### config.mk
export PLATFORM = sky130hd
export DESIGN_NAME = txwm_irq_unit
export DESIGN_NICKNAME = d
export VERILOG_FILES = /design/src/rtl/txwm_pkg.sv /design/src/rtl/txwm_fifo.sv /design/src/rtl/txwm_evt.sv /design/src/rtl/txwm_irq_unit.sv
export SDC_FILE = /design/constraint.sdc
export NUM_CORES = 1
export LEC_CHECK = 0
export CORE_UTILIZATION = 45
export CTS_BUF_LIST = sky130_fd_sc_hd__clkbuf_8 sky130_fd_sc_hd__clkbuf_16
export CTS_CLUSTER_SIZE = 20
export DETAILED_ROUTE_END_ITERATION = 16
export PLACE_DENSITY = 0.68
export SLEW_MARGIN = 20
export SYNTH_ARGS = -nofsm -noshare
export SYNTH_HDL_FRONTEND = slang
export SYNTH_SLANG_ARGS = --single-unit
### constraint.sdc
create_clock -name clk -period 2.39 [get_ports clk]
set_input_delay 0.239 -clock clk [delete_from_list [all_inputs] [get_ports clk]]
set_output_delay 0.239 -clock clk [all_outputs]
set_load 0.02 [all_outputs]
### src/rtl/txwm_pkg.sv
package txwm_pkg;
   localparam int unsigned IRQ_W = 7;
   typedef logic [IRQ_W-1:0] irq_vec_t;

   // event bit positions (software decodes these)
   localparam int unsigned IB_FAULT  = 1;
   localparam int unsigned IB_TXLOW  = 2;
   localparam int unsigned IB_TXFULL = 3;
   localparam int unsigned IB_RXNE   = 4;
   localparam irq_vec_t    IRQ_ALL   = 7'h7F;

   // write strobe lanes
   localparam int unsigned WS_STS = 0;
   localparam int unsigned WS_EN  = 1;
   localparam int unsigned WS_DIS = 2;
   localparam int unsigned WS_THR = 3;

   typedef enum logic [1:0] {
      RS_STATUS = 2'd0,
      RS_MASK   = 2'd1,
      RS_THRESH = 2'd2,
      RS_NONE   = 2'd3
   } rd_sel_e;
endpackage

### src/rtl/txwm_fifo.sv
module txwm_fifo #(
   parameter int unsigned DEPTH = 8,
   parameter int unsigned DW    = 8,
   localparam int unsigned AW   = $clog2(DEPTH),
   localparam int unsigned CW   = $clog2(DEPTH + 1)
) (
   input  logic          clk,
   input  logic          rst_n,
   input  logic          push,
   input  logic [DW-1:0] push_data,
   input  logic          pop,
   output logic [DW-1:0] head,
   output logic [CW-1:0] cnt,
   output logic          full,
   output logic          empty
);
   logic [DW-1:0] mem [DEPTH];
   logic [AW-1:0] wp_q, rp_q;
   logic [CW-1:0] cnt_q;
   logic          do_wr, do_rd;

   assign full  = (cnt_q == CW'(DEPTH));
   assign empty = (cnt_q == '0);
   assign do_wr = push && !full;
   assign do_rd = pop && !empty;
   assign head  = mem[rp_q];
   assign cnt   = cnt_q;

   always_ff @(posedge clk) begin
      if (do_wr) mem[wp_q] <= push_data;
   end

   always_ff @(posedge clk or negedge rst_n) begin
      if (!rst_n) begin
         wp_q  <= '0;
         rp_q  <= '0;
         cnt_q <= '0;
      end else begin
         if (do_wr) wp_q <= wp_q + AW'(1);
         if (do_rd) rp_q <= rp_q + AW'(1);
         case ({do_wr, do_rd})
            2'b10:   cnt_q <= cnt_q + CW'(1);
            2'b01:   cnt_q <= cnt_q - CW'(1);
            default: cnt_q <= cnt_q;
         endcase
      end
   end
endmodule

### src/rtl/txwm_evt.sv
module txwm_evt
   import txwm_pkg::*;
#(
   parameter irq_vec_t ENA_RST = 7'h06
) (
   input  logic     clk,
   input  logic     rst_n,
   input  irq_vec_t src,
   input  logic     clr_wr,
   input  logic     en_wr,
   input  logic     dis_wr,
   input  irq_vec_t wdata,
   output irq_vec_t sts,
   output irq_vec_t msk,
   output logic     irq
);
   irq_vec_t msk_q;

   // one sticky cell per event bit; a new event wins over a same-cycle clear
   for (genvar i = 0; i < IRQ_W; i++) begin : g_cell
      logic bit_q;
      always_ff @(posedge clk or negedge rst_n) begin
         if (!rst_n)
            bit_q <= 1'b0;
         else if (src[i])
            bit_q <= 1'b1;
         else if (clr_wr && wdata[i])
            bit_q <= 1'b0;
      end
      assign sts[i] = bit_q;
   end

   // set first, then clear: disable dominates
   always_ff @(posedge clk or negedge rst_n) begin
      if (!rst_n)
         msk_q <= ENA_RST & IRQ_ALL;
      else
         msk_q <= (msk_q | (en_wr ? wdata : '0)) & ~(dis_wr ? wdata : '0);
   end

   assign msk = msk_q;
   assign irq = |(sts & msk_q);
endmodule

### src/rtl/txwm_irq_unit.sv
module txwm_irq_unit
   import txwm_pkg::*;
#(
   parameter int unsigned DEPTH   = 8,
   parameter int unsigned DW      = 8,
   parameter int unsigned RXW     = 4,
   parameter int unsigned RDW     = 16,
   parameter irq_vec_t    ENA_RST = 7'h06
) (
   input  logic           clk,
   input  logic           rst_n,
   input  logic           push,
   input  logic [DW-1:0]  push_data,
   input  logic           pop,
   output logic [DW-1:0]  pop_data,
   output logic           tx_empty,
   input  logic [RXW-1:0] rx_level,
   input  logic           mode_fault,
   input  logic [3:0]     wr_stb,
   input  logic [RDW-1:0] wr_data,
   input  logic [1:0]     rd_sel,
   output logic [RDW-1:0] rd_data,
   output logic           irq
);
   localparam int unsigned TW = $clog2(DEPTH);
   localparam int unsigned CW = $clog2(DEPTH + 1);

   if (DEPTH < 2 || (DEPTH & (DEPTH - 1)) != 0) begin : g_bad_depth
      $error("DEPTH must be a power of two of at least 2");
   end
   if (RDW < IRQ_W || RDW < TW) begin : g_bad_rdw
      $error("RDW too narrow for status or threshold");
   end

   logic [CW-1:0] tx_cnt;
   logic          tx_full;
   logic [TW-1:0] thr_q;
   irq_vec_t      src, sts_q, msk_q;
   logic          unused_wr_hi;

   txwm_fifo #(.DEPTH(DEPTH), .DW(DW)) u_fifo (
      .clk(clk), .rst_n(rst_n), .push(push), .push_data(push_data),
      .pop(pop), .head(pop_data), .cnt(tx_cnt), .full(tx_full),
      .empty(tx_empty)
   );

   // threshold keeps only the bits needed for DEPTH-1
   always_ff @(posedge clk or negedge rst_n) begin
      if (!rst_n)
         thr_q <= TW'(1);
      else if (wr_stb[WS_THR])
         thr_q <= wr_data[TW-1:0];
   end
   assign unused_wr_hi = &{1'b0, wr_data[RDW-1:TW]};

   always_comb begin
      src            = '0;
      src[IB_FAULT]  = mode_fault;
      src[IB_TXLOW]  = (tx_cnt < CW'(thr_q));
      src[IB_TXFULL] = push && tx_full;
      src[IB_RXNE]   = (rx_level != '0);
   end

   txwm_evt #(.ENA_RST(ENA_RST)) u_evt (
      .clk(clk), .rst_n(rst_n), .src(src),
      .clr_wr(wr_stb[WS_STS]), .en_wr(wr_stb[WS_EN]), .dis_wr(wr_stb[WS_DIS]),
      .wdata(wr_data[IRQ_W-1:0]), .sts(sts_q), .msk(msk_q), .irq(irq)
   );

   always_comb begin
      case (rd_sel_e'(rd_sel))
         RS_STATUS: rd_data = {{(RDW-IRQ_W){1'b0}}, sts_q};
         RS_MASK:   rd_data = {{(RDW-IRQ_W){1'b0}}, msk_q};
         RS_THRESH: rd_data = {{(RDW-TW){1'b0}}, thr_q};
         default:   rd_data = '0;
      endcase
   end
endmodule

==> metrics.cfg <==
[synth]
synth_top_area_share_pct = 50.6
yosysSeqAreaShare_pct = 66.5
synthTopCellsByArea = edfxtp_1 51%, dfrtp_1 14%, mux4_1 11%
yosysWarnings = 0
netlist.top_cell.by_area = edfxtp_1
synth_cell_types = 34
avgSynthCellArea_um2 = 16.2
synth_area_um2 = 3800
synthCells = 234
synth_seq_cells = 88

[setup_path]
cp_data_required_time_ns = 2.15
crit_path_max_incr_delay_ns = 0.58
criticalPathCategory = reg2out
cp-start-kind = flop
cp_cell_sequence = buf_12 > mux4_1 > mux2_2 > clkdlybuf4s15_1
crit_fanout = 9
cp-end-kind = output pin
crit_arrival_ns = 2.09
cp_slowest_cell = mux4_1

[route]
drt-total-wl_um = 6830
drtAntennaViolNets = 0
drc = 0
dr.pass1.iters = 4
drt_iter0_markers = 97
viasPerCell = 5.28
routedWlPerCell_um = 16.9
vias = 2140

[final_layout]
multi_input_area_um2 = 1210
nFillCells = 640
regArea_um2 = 2530
syn_to_final_growth_pct = 23.0
final_cell_mix = 64 x edfxtp_1, 38 x clkdlybuf4s50_1, 24 x nand2_1
drive_gt1_share_pct = 16.7
nNetsFinal = 342
diodes = 0
final_common_cell = edfxtp_1

[placed_design]
dp_slack_ns = 0.0357
io_buffers = 46
gp_congestion = 0.755
dp_hpwl_um = 4470

[clock_network]
cts_tree = built
cts_hold_buf = 0
cts_root_buffer = clkbuf_8
insertion_delay_ns = 0.36
numCtsBuffers = 9
path_clk_slew_ns = 0.09
htreeDepth = 3
clock-sinks = 88
cts_max_path_buffers = 2

[floorplanning]
design.core.area_um2 = 8180
rows = 33
chipHeight_um = 93.9
start_util_pct = 46.4
fp.dieW_um = 93.9
io_pins = 65
dieArea_um2 = 8810

[power_and_ir_drop]
power.density_nw_per_um2 = 1050
p_total_uw = 4920
leakagePower_uw = 0.00174
vdd_ir_drop_max_v = 0.000475

[sta]
layout_setup_ws_ns = 0.0635
finalSetupViolCount = 0
slew_headroom_pct = 37.2
period_share_pct = 97.3
worstMarginPinSlew_ns = 0.938
hold_viol = 0
period_minus_slack_ns = 2.33
drv_slew = 0
clock.fmax_ghz = 0.430
skew_ns = 0.00607

[global_routing]
grt_pass1_wl_um = 11100
overflow = 0
antenna_found_initial = 0
grt_max_degree = 25
grt_use_total_pct = 17.5
grt_pass1_vias = 2177

[job]
drv_cap = 0

[worst_hold_path]
hp-class = in2async

[status]
status = finished, final reports clean

registers in the layout (all words and copies together), names as in the netlist:
register / cells
u_fifo.mem: 64
u_evt.msk: 7
u_evt.g_cell.bit_q: 4
u_fifo.cnt: 4
thr_q: 3
u_fifo.rp_q: 3
u_fifo.wp_q: 3
worst paths after layout:
check                                            from               endpoint  slack [ns]  cells after the start
min in group clk                           mode_fault  u_evt.g_cell[1].bit_q        0.44                      2
worst min register to register  u_evt.g_cell[1].bit_q  u_evt.g_cell[1].bit_q        0.52                      1
worst min-delay path                            rst_n           u_evt.msk[5]        0.23                      2
worst max register to register          u_fifo.cnt[0]          u_fifo.cnt[3]        0.15                      9
worst max-delay path                   u_fifo.rp_q[0]            pop_data[6]        0.06                      4
max in group asynchronous                       rst_n           u_evt.msk[2]        1.86                      2
kinds of logic after synthesis:
kind of cell | synth area share, %
flip-flops | 66.5
AND/OR/NAND/NOR | 6.00
multiplexers | 15.1
AO/OA/AOI/OAI | 4.38
buffers and inverters | 3.72
adder cells (fa/ha/maj) | 2.83
XOR/XNOR | 1.38
other | 0.0988
per-layer routing:
layer / global-route usage [%] / vias to the layer above / share of wire (%)
li1: - / 1005 / -
met1: 23.8 / 1078 / 47
met2: 27.3 / 49 / 48
met3: 3.48 / 8 / 2.9
met4: 7.82 / 0 / 1.6
met5: 0 / - / 0
per-stage QoR:
step / setup TNS [ns] / std cells / utilization [%] / hold WS, ns / area, µm²
5_1_grt: -0.00800 / 405 / 57.1 / 0.256 / 4670
3_5_place_dp: 0 / 388 / 53.9 / 0.495 / 4410
6_report: 0 / 405 / 57.1 / 0.226 / 4670
2_1_floorplan: 0 / 242 / - / -0.0566 / 3840
4_1_cts: 0 / 404 / 56.3 / 0.231 / 4600
3_3_place_gp: 0 / 388 / 53.9 / 0.492 / 4410
cells in the mapped netlist:
master / number
buf_12: 1
conb_1: 1
nand2_1: 24
a21boi_0: 1
ha_1: 7
mux2i_1: 5
nand2b_1: 4
dfstp_2: 3
nor3_1: 3
nand3_1: 1
nor4_1: 2
nor2b_1: 3
nor4b_1: 1
buf_1: 1
a21o_1: 1
mux4_1: 16
xnor2_1: 4
a22oi_1: 2
mux2_2: 9
clkbuf_1: 2
dfrtp_1: 21
fa_1: 1
buf_4: 9
xor2_1: 2
edfxtp_1: 64
buf_6: 1
and3_1: 1
and2_1: 2
buf_2: 1
nor2_1: 9
inv_1: 7
a22o_1: 3
a21oi_1: 16
o21ai_0: 6
layout make-up:
class	instances	area share, %
Tap cell	105	2.81
Clock buffer	9	2.65
Sequential cell	88	54.2
Inverter	7	0.563
Multi-Input combinational cell	132	26.0
Timing Repair Buffer	57	12.3
Clock inverter	7	1.55
worst max-delay path, delay by kind of cell (launching register included):
family                 cells  cell delay [ns]
DFF                        1             0.43
muxes                      2             0.86
buffers and inverters      2             0.43
repair_timing:
item	CTS	global route
endpoints found under the setup margin	9	42
gates resized for setup	9	17
buffers inserted	0	0
gates cloned	0	1
power by group:
group          internal, µW  leakage, µW  switching (µW)  total, µW
logic                   924     0.000784             843       1770
registers              1940     0.000856             216       2160
clock network           410    0.0000970             580        989
total                  3280      0.00174            1640       4920
Note: power is estimated with default switching activity, not from simulation.
